[src/rtl/csr_pkg.sv]
`timescale 1ns/1ps
package csr_pkg;
    typedef enum logic {
        CA_IDLE = 1'b0,
        CA_HOLD = 1'b1
    } ca_state_t;

    localparam int BIT_CA   = 7;
    localparam int BIT_LBK  = 6;
    localparam int BIT_IRQ  = 4;
    localparam int BIT_IEN  = 3;
    localparam logic [7:0] WR_MASK = 8'h4B;
endpackage

[src/rtl/ca_strobe_fsm.sv]
`timescale 1ns/1ps
module ca_strobe_fsm
    import csr_pkg::*;
#(
    parameter int CA_CYCLES = 100
) (
    input  logic clk,
    input  logic rst_n,
    input  logic set_req,
    output logic ca_o
);
    localparam int CNT_W = $clog2(CA_CYCLES + 1);
    localparam logic [CNT_W-1:0] LOAD = CNT_W'(CA_CYCLES - 1);
    localparam int RUN_W = CNT_W + 1;

    ca_state_t        state_q, state_d;
    logic [CNT_W-1:0] cnt_q, cnt_d;

    always_ff @(posedge clk) begin
        if (!rst_n) begin
            state_q <= CA_IDLE;
            cnt_q   <= '0;
        end else begin
            state_q <= state_d;
            cnt_q   <= cnt_d;
        end
    end

    always_comb begin
        state_d = state_q;
        cnt_d   = cnt_q;
        unique case (state_q)
            CA_IDLE: begin
                if (set_req) begin
                    state_d = CA_HOLD;
                    cnt_d   = LOAD;
                end
            end
            CA_HOLD: begin
                if (set_req) begin
                    cnt_d = LOAD;
                end else if (cnt_q == '0) begin
                    state_d = CA_IDLE;
                end else begin
                    cnt_d = cnt_q - 1'b1;
                end
            end
            default: state_d = CA_IDLE;
        endcase
    end

    always_comb begin
        ca_o = (state_q == CA_HOLD);
    end

    logic [RUN_W-1:0] hi_run;
    always_ff @(posedge clk) begin
        if (!rst_n) begin
            hi_run <= '0;
        end else if (!ca_o) begin
            hi_run <= '0;
        end else if (hi_run != {RUN_W{1'b1}}) begin
            hi_run <= hi_run + 1'b1;
        end
    end

    a_r6_min_width: assert property (@(posedge clk) disable iff (!rst_n)
        $fell(ca_o) |-> (hi_run >= RUN_W'(CA_CYCLES)));

    a_r6_start: assert property (@(posedge clk) disable iff (!rst_n)
        set_req |=> ca_o);
endmodule

[src/rtl/bank_window.sv]
`timescale 1ns/1ps
module bank_window #(
    parameter int BANK_W = 2,
    parameter int OFF_W  = 14
) (
    input  logic [BANK_W-1:0]       bank,
    input  logic [OFF_W-1:0]        offset,
    output logic [BANK_W+OFF_W-1:0] addr
);
    always_comb begin
        addr = {bank, offset};
    end
endmodule

[src/rtl/irq_gate.sv]
`timescale 1ns/1ps
module irq_gate (
    input  logic irq_en,
    input  logic cop_irq,
    output logic host_irq,
    output logic irq_live
);
    always_comb begin
        host_irq = irq_en & cop_irq;
        irq_live = cop_irq;
    end
endmodule

[src/rtl/adapter_csr.sv]
`timescale 1ns/1ps
module adapter_csr
    import csr_pkg::*;
#(
    parameter int CLK_PERIOD_PS = 5000,
    parameter int CA_MIN_PS     = 500000,
    parameter int BANK_W        = 2,
    parameter int OFF_W         = 14
) (
    input  logic                    clk,
    input  logic                    rst_n,
    input  logic                    wr_en,
    input  logic [7:0]              wr_data,
    output logic [7:0]              rd_data,
    input  logic                    cop_irq,
    output logic                    host_irq,
    output logic                    loopback,
    output logic                    chan_attn,
    input  logic [OFF_W-1:0]        win_offset,
    output logic [BANK_W+OFF_W-1:0] buf_addr
);
    localparam int CA_CYCLES = (CA_MIN_PS + CLK_PERIOD_PS - 1) / CLK_PERIOD_PS;

    logic [7:0] ctrl_q;
    logic       irq_live;
    logic       set_req;

    always_ff @(posedge clk) begin
        if (!rst_n) begin
            ctrl_q <= '0;
        end else if (wr_en) begin
            ctrl_q <= wr_data & WR_MASK;
        end
    end

    always_comb begin
        set_req = wr_en & wr_data[BIT_CA];
    end

    ca_strobe_fsm #(.CA_CYCLES(CA_CYCLES)) u_ca (
        .clk     (clk),
        .rst_n   (rst_n),
        .set_req (set_req),
        .ca_o    (chan_attn)
    );

    irq_gate u_irq (
        .irq_en   (ctrl_q[BIT_IEN]),
        .cop_irq  (cop_irq),
        .host_irq (host_irq),
        .irq_live (irq_live)
    );

    bank_window #(.BANK_W(BANK_W), .OFF_W(OFF_W)) u_win (
        .bank   (ctrl_q[BANK_W-1:0]),
        .offset (win_offset),
        .addr   (buf_addr)
    );

    always_comb begin
        rd_data          = ctrl_q & WR_MASK;
        rd_data[BIT_CA]  = chan_attn;
        rd_data[BIT_IRQ] = irq_live;
        loopback         = ctrl_q[BIT_LBK];
    end

    a_r3_no_spurious: assert property (@(posedge clk) disable iff (!rst_n)
        host_irq |-> cop_irq);
    a_r3_enable_gates: assert property (@(posedge clk) disable iff (!rst_n)
        host_irq |-> rd_data[BIT_IEN]);
    a_r1_addr_bank: assert property (@(posedge clk) disable iff (!rst_n)
        buf_addr[BANK_W+OFF_W-1:OFF_W] == rd_data[BANK_W-1:0]);
    a_r5_lbk_readback: assert property (@(posedge clk) disable iff (!rst_n)
        loopback == rd_data[BIT_LBK]);
    a_r9_reserved_zero: assert property (@(posedge clk) disable iff (!rst_n)
        (rd_data[5] == 1'b0) && (rd_data[2] == 1'b0));
endmodule

[config.mk]
export PLATFORM = sky130hd
export DESIGN_NAME = adapter_csr
export DESIGN_NICKNAME = d
export VERILOG_FILES = /design/src/rtl/csr_pkg.sv /design/src/rtl/ca_strobe_fsm.sv /design/src/rtl/bank_window.sv /design/src/rtl/irq_gate.sv /design/src/rtl/adapter_csr.sv
export SDC_FILE = /design/constraint.sdc
export NUM_CORES = 1
export LEC_CHECK = 0
export ABC_AREA = 1
export BUFFER_PORTS_ARGS = -buffer_cell sky130_fd_sc_hd__buf_2
export CORE_MARGIN = 4
export CORE_UTILIZATION = 40
export CTS_BUF_LIST = sky130_fd_sc_hd__clkbuf_16
export DETAILED_ROUTE_END_ITERATION = 6
export HOLD_SLACK_MARGIN = 0.02
export PLACE_DENSITY = 0.89
export REMOVE_ABC_BUFFERS = 1
export SLEW_MARGIN = 20
export SYNTH_ARGS = -nofsm -noshare
export SYNTH_HDL_FRONTEND = slang
export SYNTH_HIERARCHICAL = 1
export SYNTH_SLANG_ARGS = --single-unit
export TNS_END_PERCENT = 5
[constraint.sdc]
create_clock -name clk -period 1.75 [get_ports clk]
set_input_delay 0.175 -clock clk [delete_from_list [all_inputs] [get_ports clk]]
set_output_delay 0.175 -clock clk [all_outputs]
set_load 0.005 [all_outputs]
==> impl_results.md, run 1 <==
* R2R cell count at 9
* Ratio of cells with drive above 1 in the final layout at 28.4%
* Post-CTS Setup Bufs at 0
* Die Area at 2670 um2
* First-pass DRT Iterations at 4
* Final setup violation count at 0
* Status: finished clean
* Worst clock skew at 4.20 ps
* Top-area cell type share of the netlist area at 31.4%
* Synth Instances at 109
* Synth-to-Final Area Change at 3.76%
* Boundary Pins at 53
* WL/cell at 12.2 um
* Leading cell type in the layout, fill and taps excluded: buf_2
* Synthesized area at 764 um2
* Drt via density at 4.72
* Grt total ovfl at 0
* Critical Path Source Type: register
* DRT iter0 DRCs at 9
* PostCTS Resize Cnt at 0
* Cell taking the most area after synthesis: dfxtp_1
* CP max FO at 8
* Total power divided by cell area at 1110 nW/um2
* VDD IR max at 0.636 mV
* Worst setup EP type: register
* CTS Root Cell: clkbuf_16
* # nets final at 138
* WS Path Type: reg -> reg
* FF-to-FF setup slack at 270 ps
* Die Width at 51.7 um
* Most frequent cells in the layout: buf_2 (19), nand2_1 (17), inv_1 (15)
* Hold Path Stages at 3
* Total power at 878 uW
* First-pass GRT wire length at 2.66 mm
* Post-CTS Hold Buffers at 0
* Finished Layout Cells at 134
* Final Wtd Congestion at 0.762
* Slew Viols, Final at 0
* Die Ht at 51.7 um
* Initial Utilization at 43.3%
* Post-Place Cells at 131
* Max Fclk at 675 MHz
* Setup crit start: u_ca/cnt_q[0]
* Leakage power at 0.000433 uW
* H-Tree Depth at 1
* Tmin final at 1480 ps
* Rows at 15
* Largest net degree at the start of global routing at 10
* Reg2reg end: u_ca/cnt_q[3]
* Ant diodes at 0
* Worst r2r src: u_ca/cnt_q[0]
* Clock Path Buffers at 2
* Worst skew pair latency at 240 ps
* Critical Path RT at 1870 ps
* Final Hold Violating Endpoints at 0
* Synthesized area per cell at 7.01 um2
* CP arrival at 1600 ps
* Critical hold path startpoint: rst_n
* Core Region at 1760 um2
* Final period util at 84.6%
* CTS Sinks at 12
* Detail Route Antenna Nets at 0
* # DRC at 0
* HP Class: in -> reg
* DPL Wire Length at 1.20 mm
* Sequential fraction of the synthesis area at 31.4%
* Final wirelength at 1.64 mm
* RSZ-0062 raised after global routing: no
* Top post-synthesis cells by area: dfxtp_1 (31%), buf_4 (22%), nand2_1 (8.3%)
* GRT Total Usage at 13.6%
* Vias at 633
* CTS Buf Count at 3
* Post-Route Setup TNS at 0 ps
* Max Cap Viol at 0
* Crit path capture: u_ca/cnt_q[3]
* Initial antenna violation count at 0
* Distinct cells, synth at 18
* #FFs+latches synth at 12
* Vias in the first global route at 638
* Synth Warn # at 6
* CTS tree: built
* Port bufs at 19
* Clock-pin slew on the worst setup and hold paths at 40 ps
-- critical path, stage by stage (launching register included) --
cell and delay, ps:
dfxtp_1 310, inv_1 90, ha_1 270, inv_1 80
nor2_2 90, nand3_2 130, nand2_4 140, nand2_4 60
a21oi_1 130, nor2_1 60
-- per-stage QoR --
step	worst slack [ps]	hold slack (ps)	instance area, um2	utilization, %
CTS	263	221	793	45.0
floorplan	470	273	592	-
detailed placement	292	350	718	40.7
finish	269	227	793	45.0
global route	122	247	793	45.0
global placement	377	350	718	40.7
-- area by class of cell --
| class | instances | area [um2] |
|---|---|---|
| clock buffers | 3 | 75.1 |
| multi-input cells | 60 | 295 |
| well taps | 25 | 31.3 |
| repair buffers | 19 | 95.1 |
| inverters | 15 | 56.3 |
| flip-flops and latches | 12 | 240 |
| fillers | 180 | 971 |
-- kinds of logic after synthesis --
family | synth area share, %
adder cells (fa/ha/maj) | 1.64
other | 0.491
AND/OR/NAND/NOR | 29.3
flip-flops | 31.4
buffers and inverters | 30.4
AO/OA/AOI/OAI | 6.71
-- worst min path at each step --
stage                         end
floorplan           u_ca/cnt_q[5]
global placement      buf_addr[0]
detailed placement    buf_addr[0]
CTS                 u_ca/cnt_q[5]
global route            ctrl_q[0]
finish              u_ca/cnt_q[5]
-- synth_stat cells --
master / instances
inv_1: 15
buf_4: 22
nand2_2: 3
nand3_1: 5
dfxtp_1: 12
a31oi_1: 1
ha_1: 1
nor2_1: 14
nand2_4: 2
o21ai_0: 3
nor2_2: 3
conb_1: 1
nand2_1: 17
buf_6: 1
nand3_2: 1
nand4_1: 2
o21ai_1: 1
a21oi_1: 5
-- state kept, by name, indices dropped and copies added (netlist names) --
name        cells
ctrl_q          4
u_ca/ca_o       1
u_ca/cnt_q      7
-- power by group --
part	switching (uW)	internal [uW]	total, uW
clock	108	297	404
combinational	95.5	60.2	156
sequential	20.1	298	319
-- routing by layer --
metal	part of all wire (%)	global-route usage [%]	up-vias
li1	-	-	310
met1	38	12.9	280
met2	48	22.5	41
met3	13	8.88	2
met4	0.24	6.55	0
met5	0	0	-
(Power assumes the default switching activity.)
==> run 2, diff against run 1 <==
Clock period 1.75 ns to 1.47 ns, I/O delays scaled along.
==> run 2 against run 1 <==
Compared with the run above: cell area is 5.5% higher; register-to-register slack lost 170 ps; sequential cell count unchanged; worst setup slack worse by 170 ps; count of clock-buffer cells in the layout unchanged; clock skew is essentially flat; cell count is 3.0% higher; worst hold slack worse by 34 ps; sequential share of layout area decreased by 1.6 points; utilization up 2.5 points; global-route usage up 0.71 points; largest power group unchanged.
==> impl_results.md, run 2 (same netlist as run 1, synthesis figures left out) <==
* Detail Route Antenna Nets at 0 (unchanged)
* VDD IR max at 0.741 mV (was 0.636 mV)
* CTS Root Cell: clkbuf_16 (unchanged)
* WL/cell at 12.4 um (was 12.2 um)
* Final Wtd Congestion at 0.774 (was 0.762)
* Top cell by count, worst path: nand2_4
* Clock Path Buffers at 2 (unchanged)
* Largest net degree at the start of global routing at 10 (unchanged)
* Worst setup EP type: register (unchanged)
* Ratio of cells with drive above 1 in the final layout at 34.5% (was 28.4%)
* # DRC at 0 (unchanged)
* Max reg flops at 7 (unchanged)
* WS Path Type: reg -> reg (unchanged)
* Vias in the first global route at 704 (was 638)
* Largest register by flop count: u_ca/cnt_q (unchanged)
* Final wirelength at 1.72 mm (was 1.64 mm)
* H-Tree Depth at 1 (unchanged)
* Final Hold Violating Endpoints at 0 (unchanged)
* Worst clock skew at 4.37 ps (was 4.20 ps)
* Post-layout util at 47.4% (was 45.0%)
* Die Width at 51.7 um (unchanged)
* Crit-path leading delay family: simple AND/OR/NAND/NOR gates (unchanged)
* Synth-to-Final Area Change at 9.49% (was 3.76%)
* Status: finished clean (unchanged)
* First-pass GRT wire length at 2.85 mm (was 2.66 mm)
* Port bufs at 19 (unchanged)
* Die Area at 2670 um2 (unchanged)
* Register area at 240 um2 (unchanged)
* Die Ht at 51.7 um (unchanged)
* Drt via density at 4.79 (was 4.72)
* Initial Utilization at 43.3% (unchanged)
* Boundary Pins at 53 (unchanged)
* Slew Viols, Final at 0 (unchanged)
* Core Region at 1760 um2 (unchanged)
* Worst skew pair latency at 240 ps (about the same)
* Largest stage delay, worst path at 310 ps (about the same)
* Initial antenna violation count at 0 (unchanged)
* Slowest CP cell: dfxtp_1 (unchanged)
* Final period util at 93.3% (was 84.6%)
* CP arrival at 1490 ps (was 1600 ps)
* DPL Wire Length at 1.22 mm (was 1.20 mm)
* Clock-pin slew on the worst setup and hold paths at 40 ps (about the same)
* Crit path buffers/inverters at 2 (unchanged)
* Multi-input gate area at 313 um2 (was 295 um2)
* Max Cap Viol at 0 (unchanged)
* Leading cell type in the layout, fill and taps excluded: buf_2 (unchanged)
* Rows at 15 (unchanged)
* Most frequent cells in the layout: buf_2 (19), nand2_1 (17), nor2_1 (14) (was buf_2 (19), nand2_1 (17), inv_1 (15))
* Grt total ovfl at 0 (unchanged)
* Ant diodes at 0 (unchanged)
* First-pass DRT Iterations at 4 (unchanged)
* Total power divided by cell area at 1310 nW/um2 (was 1110 nW/um2)
* GRT Total Usage at 14.3% (was 13.6%)
* Leakage power at 0.000449 uW (was 0.000433 uW)
* CP max FO at 8 (unchanged)
* Final setup violation count at 0 (unchanged)
* CTS tree: built (unchanged)
* Post-Route Setup TNS at 0 ps (unchanged)
* Vias at 661 (was 633)
* HP Class: in -> reg (unchanged)
* # nets final at 141 (was 138)
* Max Fclk at 729 MHz (was 675 MHz)
* CTS Buf Count at 3 (unchanged)
* Tmin final at 1370 ps (was 1480 ps)
* Hold slack at 192 ps (was 227 ps)
* Layout filler cell count at 168 (was 180)
* Critical Path RT at 1590 ps (was 1870 ps)
* DRT iter0 DRCs at 10 (was 9)
* Critical Path Source Type: register (unchanged)
* CTS Sinks at 12 (unchanged)
* Worst-path cell chain: inv_2 -> ha_2 -> inv_1 -> nor2_2 -> nand3_4 -> nand2_4 -> nand2_4 -> a21oi_2 -> nor2_1 (was inv_1 -> ha_1 -> inv_1 -> nor2_2 -> nand3_2 -> nand2_4 -> nand2_4 -> a21oi_1 -> nor2_1)
* FF-to-FF setup slack at 100 ps (was 270 ps)
run 2: cell count changes in the layout (fill, tap and decap cells not counted), sizes merged:
cell / before / now
buf: 19 / 22
clkinv: 0 / 1
run 2: repair_timing:
| action | in CTS | in global routing |
|---|---|---|
| gates resized for setup | 0 | 6 |
| hold buffers | 0 | 0 |
| buffers inserted | 0 | 2 |
| endpoints found under the setup margin | 0 | 3 |
run 2: worst reg2reg max path, delay by kind of cell, from the launching register on:
family,cells,cell delay (ps)
simple gates,5,520
flops,1,310
fa+ha+maj,1,180
buf+inv,2,120
compound gates,1,120
run 2: cell type report:
| class | instances | share of cell area (%) |
|---|---|---|
| Inverter | 15 | 6.73 |
| Multi-Input combinational cell | 60 | 37.4 |
| Timing Repair Buffer | 22 | 14.1 |
| Tap cell | 25 | 3.74 |
| Sequential cell | 12 | 28.7 |
| Clock inverter | 1 | 0.448 |
| Clock buffer | 3 | 8.97 |
run 2: metal layers:
| layer | vias up | global-route usage, % | share of wire (%) |
|---|---|---|---|
| li1 | 316 | - | - |
| met5 | - | 0 | 0 |
| met3 | 4 | 8.88 | 15 |
| met4 | 0 | 6.55 | 2.3 |
| met1 | 287 | 13.7 | 39 |
| met2 | 54 | 23.9 | 44 |
run 2: final timing paths:
kind / startpoint / to / depth (start not counted)
hold / removal: rst_n / ctrl_q[6] / 3
setup / recovery: u_ca/cnt_q[0] / u_ca/cnt_q[3] / 9
hold reg to reg: u_ca/cnt_q[6] / u_ca/cnt_q[6] / 2
setup reg to reg: u_ca/cnt_q[0] / u_ca/cnt_q[3] / 9
run 2: report_power, final:
group / total [uW] / switching (uW) / leakage, uW / internal (uW)
registers: 381 / 25.9 / 0.0000993 / 355
clock network: 490 / 133 / 0.0000385 / 357
logic: 223 / 131 / 0.000311 / 92.3
total: 1090 / 290 / 0.000449 / 805
run 2: per-stage QoR:
stage	power (uW)	setup slack [ps]	instance area, um2	cells
final	1090	98.9	837	138
after global routing	1150	-2.38	837	138
after CTS	1060	100	805	136
after detailed placement	570	143	726	132
after global placement	557	212	726	132
after floorplan	503	190	592	87
==> run 3, diff against run 2 <==
Settings changed: CTS_BUF_LIST sky130_fd_sc_hd__clkbuf_16 to sky130_fd_sc_hd__clkbuf_8.
Clock period 1.47 ns to 1.4 ns, I/O delays scaled along.
==> run 3 against run 2 <==
Compared with the run above: total power fell by 13%; via count fell by 0.76%; maximum frequency rose by 3.7%; combinational power rose by 11%; clock power fell by 38%; sequential cell count did not move; register-to-register slack got worse by 20 ps; first-iteration DRC count fell by 10%.
==> impl_results.md, run 3 (same netlist as run 1, synthesis figures left out) <==
* Max Fclk at 757 MHz (was 729 MHz)
* HP Class: in -> reg (unchanged)
* Status: finished clean (unchanged)
* CTS Sinks at 12 (unchanged)
* Setup crit start: u_ca/cnt_q[0] (unchanged)
* WS Path Type: reg -> reg (unchanged)
* VDD IR max at 0.665 mV (was 0.741 mV)
* Ratio of cells with drive above 1 in the final layout at 38.1% (was 34.5%)
* First-pass DRT Iterations at 4 (unchanged)
* Critical Path Source Type: register (unchanged)
* # nets final at 142 (was 141)
* Sw Ratio at 29.9% (was 26.5%)
* Max reg flops at 7 (unchanged)
* Post-CTS Hold Buffers at 0 (unchanged)
* Initial Utilization at 43.3% (unchanged)
* WL/cell at 12.7 um (was 12.4 um)
* Tmin final at 1320 ps (was 1370 ps)
* Cell Int Power at 669 uW (was 805 uW)
* FF-to-FF setup slack at 80 ps (was 100 ps)
* Port bufs at 19 (unchanged)
* # DRC at 0 (unchanged)
* CTS Buf Count at 3 (unchanged)
* Most frequent cells in the layout: buf_2 (19), nand2_1 (17), nor2_1 (14) (unchanged)
* Critical Path RT at 1530 ps (was 1590 ps)
* CTS tree: built (unchanged)
* Leading cell type in the layout, fill and taps excluded: buf_2 (unchanged)
* Post-Route Setup TNS at 0 ps (unchanged)
* Clock share of power at 32.0% (was 44.8%)
* Die Area at 2670 um2 (unchanged)
* Worst r2r src: u_ca/cnt_q[0] (unchanged)
* Clock Path Buffers at 2 (unchanged)
* Vias in the first global route at 636 (was 704)
* RSZ-0062 raised after global routing: yes
* GRT Total Usage at 13.9% (was 14.3%)
* Leakage power at 0.000439 uW (was 0.000449 uW)
* Drt via density at 4.75 (was 4.79)
* Max Cap Viol at 0 (unchanged)
* Rows at 15 (unchanged)
* Total power at 955 uW (was 1090 uW)
* Logic pwr share at 26.0% (was 20.4%)
* DRT iter0 DRCs at 9 (was 10)
* Final Hold Violating Endpoints at 0 (unchanged)
* Reg2reg end: u_ca/cnt_q[3] (unchanged)
* Final period util at 94.4% (was 93.3%)
* Crit path capture: u_ca/cnt_q[3] (unchanged)
* Place WS at 43.5 ps (was 143 ps)
* DPL Wire Length at 1.26 mm (was 1.22 mm)
* Critical hold path startpoint: rst_n (unchanged)
* Largest net degree at the start of global routing at 10 (unchanged)
* Flop pwr share at 42.0% (was 34.8%)
* Worst skew pair latency at 240 ps (about the same)
* Worst Setup Slack, final at 78.1 ps (was 98.9 ps)
* Grt total ovfl at 0 (unchanged)
* Boundary Pins at 53 (unchanged)
* CP max FO at 7 (was 8)
* Worst clock skew at 2.62 ps (was 4.37 ps)
* Ant diodes at 0 (unchanged)
* H-Tree Depth at 1 (unchanged)
* Slew Viols, Final at 0 (unchanged)
* Final Wtd Congestion at 0.772 (was 0.774)
* Initial antenna violation count at 0 (unchanged)
* Net load switching power at 286 uW (was 290 uW)
* Hold Path Stages at 3 (unchanged)
* Synth-to-Final Area Change at 7.86% (was 9.49%)
* Largest register by flop count: u_ca/cnt_q (unchanged)
* CTS Root Cell: clkbuf_8 (was clkbuf_16)
* Die Ht at 51.7 um (unchanged)
* Total power divided by cell area at 1160 nW/um2 (was 1310 nW/um2)
* First-pass GRT wire length at 2.64 mm (was 2.85 mm)
* Worst setup EP type: register (unchanged)
* Core Region at 1760 um2 (unchanged)
* Final wirelength at 1.75 mm (was 1.72 mm)
* Clock-pin slew on the worst setup and hold paths at 50 ps (was 40 ps)
* CP arrival at 1450 ps (was 1490 ps)
* R2R cell count at 9 (unchanged)
* Detail Route Antenna Nets at 0 (unchanged)
* Final setup violation count at 0 (unchanged)
* Vias at 656 (was 661)
* Die Width at 51.7 um (unchanged)
==> run 3: cell count changes in the layout (fill, tap and decap cells not counted), moves of 2 or more <==
cell and delta:
dfxtp_2 +2, clkbuf_8 +3, clkbuf_16 -3, dfxtp_1 -2
==> run 3: worst min-delay path by stage <==
stage               slack (ps)             to
floorplan                  240  u_ca/cnt_q[5]
global placement           280    buf_addr[0]
detailed placement         280    buf_addr[0]
CTS                        190      ctrl_q[6]
global route               200      ctrl_q[6]
finish                     180      ctrl_q[0]
==> run 3: critical path, cell delays in order (launching register included) <==
cell and delay [ps]:
dfxtp_2 320, inv_2 80, ha_4 140, inv_2 40
nor2_4 120, nand3_4 100, nand2_4 140, nand2_4 70
a21oi_2 150, nor2_1 60
==> run 3: area by class of cell <==
class                      instances  area, um2
fill                             176        940
multi-input combinational         60        328
sequential                        12        243
timing repair buffer              23        125
inverter                          15       56.3
clock buffer                       3       41.3
tap                               25       31.3
==> run 3: power by group through the flow <==
stage / registers [uW] / clock network (uW) / logic (uW)
2_1_floorplan: 401 / 0 / 127
3_3_place_gp: 400 / 0 / 185
3_5_place_dp: 403 / 0 / 196
4_1_cts: 397 / 312 / 197
5_1_grt: 405 / 326 / 280
6_report: 401 / 306 / 248
==> run 3: repair_timing <==
item | CTS | global route
endpoints found under the setup margin | 0 | 3
gates resized for setup | 0 | 11
setup buffers | 0 | 3
==> run 3: stage by stage <==
step | cell area, um2 | util (%) | std cells | hold WS [ps]
after floorplan | 592 | - | 87 | 238
after global placement | 726 | 41.1 | 132 | 280
after detailed placement | 726 | 41.1 | 132 | 280
after CTS | 767 | 43.5 | 135 | 186
after global routing | 825 | 46.7 | 138 | 205
final | 825 | 46.7 | 138 | 184
==> run 3: per-layer routing <==
metal	GRT usage (%)	routed length, um	vias up
met5	0	0	-
met4	10.5	42	0
met3	9.17	220	4
met2	21.4	844	42
met1	13.0	641	290
li1	-	-	320
